[config.mk]
export PLATFORM = sky130hd
export DESIGN_NAME = cmdp_frame_parser
export DESIGN_NICKNAME = d
export VERILOG_FILES = /design/src/rtl/cmdp_pkg.sv /design/src/rtl/cmdp_phase_ctrl.sv /design/src/rtl/cmdp_field_latch.sv /design/src/rtl/cmdp_word_reg.sv /design/src/rtl/cmdp_frame_parser.sv
export SDC_FILE = /design/constraint.sdc
export NUM_CORES = 1
export LEC_CHECK = 0
export CORE_ASPECT_RATIO = 0.8
export CORE_MARGIN = 3
export CORE_UTILIZATION = 35
export CTS_CLUSTER_SIZE = 8
export DETAILED_ROUTE_END_ITERATION = 7
export PLACE_DENSITY = 0.6
export SLEW_MARGIN = 10
export SYNTH_ARGS = -nofsm -noshare
export SYNTH_HDL_FRONTEND = slang
export SYNTH_SLANG_ARGS = --single-unit
[constraint.sdc]
create_clock -name clk -period 1.8 [get_ports clk]
set_clock_uncertainty 0.15 [all_clocks]
set_input_delay 0.18 -clock clk [delete_from_list [all_inputs] [get_ports clk]]
set_output_delay 0.18 -clock clk [all_outputs]
set_load 0.05 [all_outputs]
[src/rtl/cmdp_pkg.sv]
package cmdp_pkg;

    localparam int BYTE_W  = 8;
    localparam int ADDR_W  = 2;
    localparam int NIB_W   = 4;
    localparam int CODE_W  = NIB_W + BYTE_W;
    localparam int WORD_W  = ADDR_W + 2 + CODE_W;

    typedef enum logic [1:0] {
        PH_IDLE = 2'd0,
        PH_ADDR = 2'd1,
        PH_HIGH = 2'd2,
        PH_LOW  = 2'd3
    } phase_t;

    typedef struct packed {
        logic [ADDR_W-1:0] chan;
        logic              pwr;
        logic              load;
        logic [CODE_W-1:0] code;
    } dac_word_t;

    function automatic dac_word_t build_word(
        input logic [ADDR_W-1:0] chan,
        input logic              pwr,
        input logic              load,
        input logic [NIB_W-1:0]  hi_nib,
        input logic [BYTE_W-1:0] lo_byte
    );
        dac_word_t w;
        w.chan = chan;
        w.pwr  = pwr;
        w.load = load;
        w.code = {hi_nib, lo_byte};
        return w;
    endfunction

endpackage

[src/rtl/cmdp_phase_ctrl.sv]
module cmdp_phase_ctrl
    import cmdp_pkg::*;
#(
    parameter logic [BYTE_W-1:0] SYNC_BYTE = 8'hAA
) (
    input  logic              clk,
    input  logic              rst,
    input  logic              byte_vld,
    input  logic [BYTE_W-1:0] byte_data,
    output phase_t            phase,
    output logic              frame_done
);

    phase_t phase_q;
    phase_t phase_d;

    always_comb begin
        phase_d = phase_q;
        if (byte_vld) begin
            unique case (phase_q)
                PH_IDLE: if (byte_data == SYNC_BYTE) phase_d = PH_ADDR;
                PH_ADDR: phase_d = PH_HIGH;
                PH_HIGH: phase_d = PH_LOW;
                PH_LOW:  phase_d = PH_IDLE;
                default: phase_d = PH_IDLE;
            endcase
        end
    end

    always_ff @(posedge clk) begin
        if (rst) begin
            phase_q <= PH_IDLE;
        end else begin
            phase_q <= phase_d;
        end
    end

    assign phase      = phase_q;
    assign frame_done = byte_vld && (phase_q == PH_LOW);

endmodule

[src/rtl/cmdp_field_latch.sv]
module cmdp_field_latch
    import cmdp_pkg::*;
(
    input  logic              clk,
    input  logic              rst,
    input  logic              byte_vld,
    input  phase_t            phase,
    input  logic [ADDR_W-1:0] addr_bits,
    input  logic [NIB_W-1:0]  nib_bits,
    output logic [ADDR_W-1:0] chan_q,
    output logic [NIB_W-1:0]  nib_q
);

    always_ff @(posedge clk) begin
        if (rst) begin
            chan_q <= '0;
            nib_q  <= '0;
        end else if (byte_vld) begin
            if (phase == PH_ADDR) chan_q <= addr_bits;
            if (phase == PH_HIGH) nib_q  <= nib_bits;
        end
    end

endmodule

[src/rtl/cmdp_word_reg.sv]
module cmdp_word_reg
    import cmdp_pkg::*;
#(
    parameter logic PWR_LEVEL  = 1'b1,
    parameter logic LOAD_LEVEL = 1'b0
) (
    input  logic              clk,
    input  logic              rst,
    input  logic              frame_done,
    input  logic [ADDR_W-1:0] chan,
    input  logic [NIB_W-1:0]  hi_nib,
    input  logic [BYTE_W-1:0] lo_byte,
    output dac_word_t         word_q,
    output logic              valid_q
);

    always_ff @(posedge clk) begin
        if (rst) begin
            word_q  <= '0;
            valid_q <= 1'b0;
        end else begin
            valid_q <= frame_done;
            if (frame_done) begin
                word_q <= build_word(chan, PWR_LEVEL, LOAD_LEVEL, hi_nib, lo_byte);
            end
        end
    end

endmodule

[src/rtl/cmdp_frame_parser.sv]
module cmdp_frame_parser
    import cmdp_pkg::*;
#(
    parameter logic [BYTE_W-1:0] SYNC_BYTE  = 8'hAA,
    parameter logic              PWR_LEVEL  = 1'b1,
    parameter logic              LOAD_LEVEL = 1'b0
) (
    input  logic              clk,
    input  logic              rst,
    input  logic              byte_vld,
    input  logic [BYTE_W-1:0] byte_data,
    output logic              word_valid,
    output logic [WORD_W-1:0] word_out
);

    phase_t            phase;
    logic              frame_done;
    logic [ADDR_W-1:0] chan_q;
    logic [NIB_W-1:0]  nib_q;
    dac_word_t         word_q;

    cmdp_phase_ctrl #(
        .SYNC_BYTE (SYNC_BYTE)
    ) u_phase (
        .clk        (clk),
        .rst        (rst),
        .byte_vld   (byte_vld),
        .byte_data  (byte_data),
        .phase      (phase),
        .frame_done (frame_done)
    );

    cmdp_field_latch u_fields (
        .clk       (clk),
        .rst       (rst),
        .byte_vld  (byte_vld),
        .phase     (phase),
        .addr_bits (byte_data[ADDR_W-1:0]),
        .nib_bits  (byte_data[BYTE_W-1 -: NIB_W]),
        .chan_q    (chan_q),
        .nib_q     (nib_q)
    );

    cmdp_word_reg #(
        .PWR_LEVEL  (PWR_LEVEL),
        .LOAD_LEVEL (LOAD_LEVEL)
    ) u_word (
        .clk        (clk),
        .rst        (rst),
        .frame_done (frame_done),
        .chan       (chan_q),
        .hi_nib     (nib_q),
        .lo_byte    (byte_data),
        .word_q     (word_q),
        .valid_q    (word_valid)
    );

    assign word_out = word_q;

endmodule

Yosys cells after proc, flatten, opt, wreduce, memory -nomap -nowiden
Index checks and enable logic that the tools add are counted.
{"block": "word_totals", "ramBits": 0, "out_inout_bits": 17, "reg_bits": 24, "rom_bits": 0, "latchBits": 0, "n_memories": 0}
{"block": "classes", "bitwise_logic": 0, "n_reduce_logical": 5, "n_eq_ne": 5, "mul": 0, "shifts": 0, "order_cmp": 0, "muxes": 2, "addsub": 0, "div": 0}
{"operator": "== test 8 bit, second input constant", "count": 1}
{"operator": "one-hot mux 2 bit (4 select lines)", "count": 1}
{"operator": "AND reduction 2 bit", "count": 3}
{"operator": "== test 2 bit, second input constant", "count": 2}
{"operator": "== test 2 x 1 -> 1 bit, second input constant", "count": 1}
{"operator": "zero test 2 bit", "count": 1}
{"operator": "two-way mux 2 bit", "count": 1}
{"operator": "inequality test 2 x 1 -> 1 bit, second input constant", "count": 1}
{"operator": "logical AND 1 bit", "count": 1}

Depth between registers and ports, before layout
{"block": "depth", "depth_word": 3, "ltp_mapped": 6, "ltp_nobuf": 5}

Cells and area by module
From an unflattened synthesis, not the netlist that was laid out.
{"block": "unflattened", "hier_cells": 103, "hier_area_um2": 1097.3}
{"mod": "cmdp_word_reg", "seq_area_each_um2": 320.3, "area_per_inst_um2": 574.3, "instances": 1, "cells_per_inst": 52}
{"mod": "cmdp_field_latch", "seq_area_each_um2": 120.1, "area_per_inst_um2": 289.0, "instances": 1, "cells_per_inst": 28}
{"mod": "cmdp_phase_ctrl", "seq_area_each_um2": 40.0, "area_per_inst_um2": 234.0, "instances": 1, "cells_per_inst": 23}

Worst setup path after synthesis
OpenSTA, ideal clock, no wires.
{"block": "synth_timing", "path_kind": "reg2reg", "startpoint": "reg u_phase.phase_q[0], in the netlist u_phase.phase[0]", "endpoint": "reg u_phase.phase_q[0], in the netlist u_phase.phase[0]", "t_required_ns": 1.568, "path_buffers": 0, "setup_slack_ns": 0.372, "setup_time_ns": 0.082, "stages_incl_launch_ff": 6, "period_less_slack_ns": 1.428, "arrival_time_ns": 1.196, "cell_sequence": "dfxtp_1 -> inv_1 -> ha_1 -> o21bai_1 -> mux2_2 -> o221ai_1"}
{"block": "synth_via", "elab_chain_cells": 3, "word_cells_on_any_way": 7}
{"element": "from (decl)", "line": "cmdp_phase_ctrl.sv:14", "rtl": "phase_t phase_q;"}
{"element": "from (signal assigned)", "line": "cmdp_phase_ctrl.sv:34", "rtl": "phase_q <= phase_d;"}
{"element": "zero test 2 bit", "line": "cmdp_phase_ctrl.sv:20", "rtl": "unique case (phase_q)"}
{"element": "inequality test 2 x 1 -> 1 bit (no source line)"}
{"element": "AND reduction 2 bit (no source line)"}
Parallel ways exist; a longest one is shown, timed or not.
A chain may end at the register's enable or synchronous reset.

Final worst setup path
Ends and elaborated chain as after synthesis.

==> impl_results.md <==
* Skew-Pair Late Insertion Delay at 310 ps
* Routing usage on met2 at 22.9%
* Routed via count at 855
* Minimum clock period at 1600 ps
* GR Util met3 at 4.38%
* Core area at 0.00260 mm2
* Routed WL per cell at 11.7 um
* Unique cell type count in the Yosys netlist at 23
* First-pass GRT wire length at 3.54 mm
* I/O pins at 28
* Max FO, Critical Path at 4
* Final setup vio count at 0
* Max-slew violations at 0
* Tcrit/Tclk final at 88.7%
* Min-Delay Path Class: flip-flop to flip-flop
* Critical Path Source: u_phase.phase[0]
* Clock transition at the registers of the reported paths at 120 ps
* Pin count of the biggest net entering global routing at 23
* Req. time, crit path at 1880 ps
* Dpl hpwl at 1.62 mm
* 1st-iter DRT viols at 34
* Setup Fix Bufs, Post-CTS at 0
* Normalized max-slew margin at 66.7%
* Chip Height at 54.2 um
* Fraction of layout cells with a size suffix above 1 at 16.9%
* Clk buf depth at 2
* Placed cell count at 180
* Tightest Pin Transition at 499 ps
* Mapped Area at 0.00102 mm2
* Startpoint Class: flip-flop
* Detailed Routing Iterations Pass 1 at 4
* RSZ-0062 raised after global routing: no
* DRT antenna net count at 0
* Hold Startpoint: u_word.word_q[1]
* DR vias/cell at 4.65
* Die area at 0.00359 mm2
* GRT Overall Usage at 13.0%
* Post-Synthesis Cells at 121
* Number of global-route vias before repair at 786
* Seq cells post-synth at 24
* Final Net Count at 165
* WL final at 2.15 mm
* Commonest non-fill, non-tap cell in the layout: nand2_1
* Final GP Congestion at 0.810
* Core Rows at 16
* R2r startpoint: u_phase.phase[0]
* Busiest metal layer after global routing: met2
* Root buffer cell: clkbuf_4
* H-tree level count at 1
* Mean area per synthesized cell at 8.40 um2
* CP endpoint kind: flip-flop
* Fin cells at 184
* Outcome: finished, final reports clean
* Most frequent cells in the layout: 38 x nand2_1, 24 x dfxtp_1, 20 x a21oi_1
* Setup CP Type: flip-flop to flip-flop
* TritonCTS clock tree: done
* Power density cells at 804 mW/mm2
* Maximum VDD drop at 431 uV
* Number of port buffers at 26
* Drt drc at 0
* Die Span X at 66.2 um
* Grt total ovfl at 0
* Synth-to-layout area growth at 30.8%
* CTS Buf Count at 3
* Met1 usage at 15.5%
* N_diodes at 0
* Starting Density at 39.0%
* Hold Fails Final Rpt at 0
* Final setup TNS at 0 ps
* Critical path arrival at 1680 ps
* Antenna violations before repair at 0
* Post-Syn Nets at 137
* P_leak at 0.527 nW
* Synth warnings at 0
* Post-Route Utilization at 51.1%
* Clock Sinks at 24
* Seq/Total Area, Yosys at 47.3%
* Max-cap viol count at 0
* Achievable clock frequency at 626 MHz
## stage by stage
| stage | worst slack, ps | hold slack (ps) | instance area, um2 | power, mW |
|---|---|---|---|---|
| 5_1_grt | 104 | 330 | 1330 | 1.13 |
| 2_1_floorplan | 372 | 166 | 1020 | 0.736 |
| 6_report | 203 | 309 | 1330 | 1.07 |
| 4_1_cts | 0.832 | 309 | 1320 | 1.08 |
| 3_5_place_dp | 150 | 294 | 1290 | 0.807 |
| 3_3_place_gp | 217 | 291 | 1290 | 0.798 |
## metal layers
metal  up-vias  routed length, um
li1        454                  -
met2        16               1040
met3         2                 95
met4         0                  8
met5         -                  0
met1       383               1010
## worst max-delay path, cell delays in order (launching register included)
cell and delay [ps]:
dfxtp_1 420, inv_1 110, ha_1 250, o21bai_1 160, mux2_2 260, o221ai_1 180
## synth_stat cells
cell	count	area, um2
and2b_1	1	7.51
o221ai_1	2	17.5
and2_1	2	12.5
a21oi_1	20	100
nand3_1	6	30.0
o2111ai_1	1	8.76
buf_4	2	15.0
mux2_2	1	11.3
nand3b_1	2	15.0
nand2_1	38	143
and4b_1	1	10.0
inv_1	2	7.51
nand4_1	1	6.26
o21bai_1	1	7.51
buf_6	1	11.3
conb_1	1	3.75
nor2_1	3	11.3
buf_2	3	15.0
o22a_1	1	8.76
dfxtp_1	24	480
ha_1	5	62.6
nor4b_4	1	23.8
clkbuf_1	2	7.51
## cells by family (layout without fill, tap and decap cells)
logic type / after synthesis / count (layout) / synth area share (%)
AND/OR/NAND/NOR: 55 / 55 / 25.5
AO/OA/AOI/OAI: 25 / 25 / 14.0
flip-flops: 24 / 24 / 47.3
buffers and inverters: 10 / 37 / 5.54
adder cells (fa/ha/maj): 5 / 5 / 6.16
other: 1 / 1 / 0.369
multiplexers: 1 / 1 / 1.11
## worst paths after layout
check,endpoint,slack [ps],cells after the start
max,u_phase.phase[0],200,5
min,u_word.word_q[1],310,2
max reg2reg,u_phase.phase[0],200,5
min reg2reg,u_word.word_q[1],310,2
## power breakdown
part	internal (mW)	switching, mW	leakage [nW]
logic	0.0985	0.116	0.312
registers	0.556	0.0217	0.194
clock network	0.124	0.153	0.0210
total	0.778	0.291	0.527
## layout make-up
| type | count | area [um2] |
|---|---|---|
| fillers | 262 | 1270 |
| flip-flops and latches | 24 | 480 |
| multi-input cells | 87 | 479 |
| repair buffers | 31 | 280 |
| well taps | 36 | 45.0 |
| clock buffers | 4 | 36.3 |
| inverters | 2 | 7.51 |
## registers in the layout, indices dropped and copies added (netlist names)
name / flops
u_fields.chan_q: 2
u_fields.nib_q: 4
u_phase.phase: 2
u_word.valid_q: 1
u_word.word_q: 15
## timing repair
action,CTS,global route
gates resized for setup,0,2
setup endpoints to repair,0,2
hold buffers,0,0
Note: power is estimated with default switching activity, not from simulation.
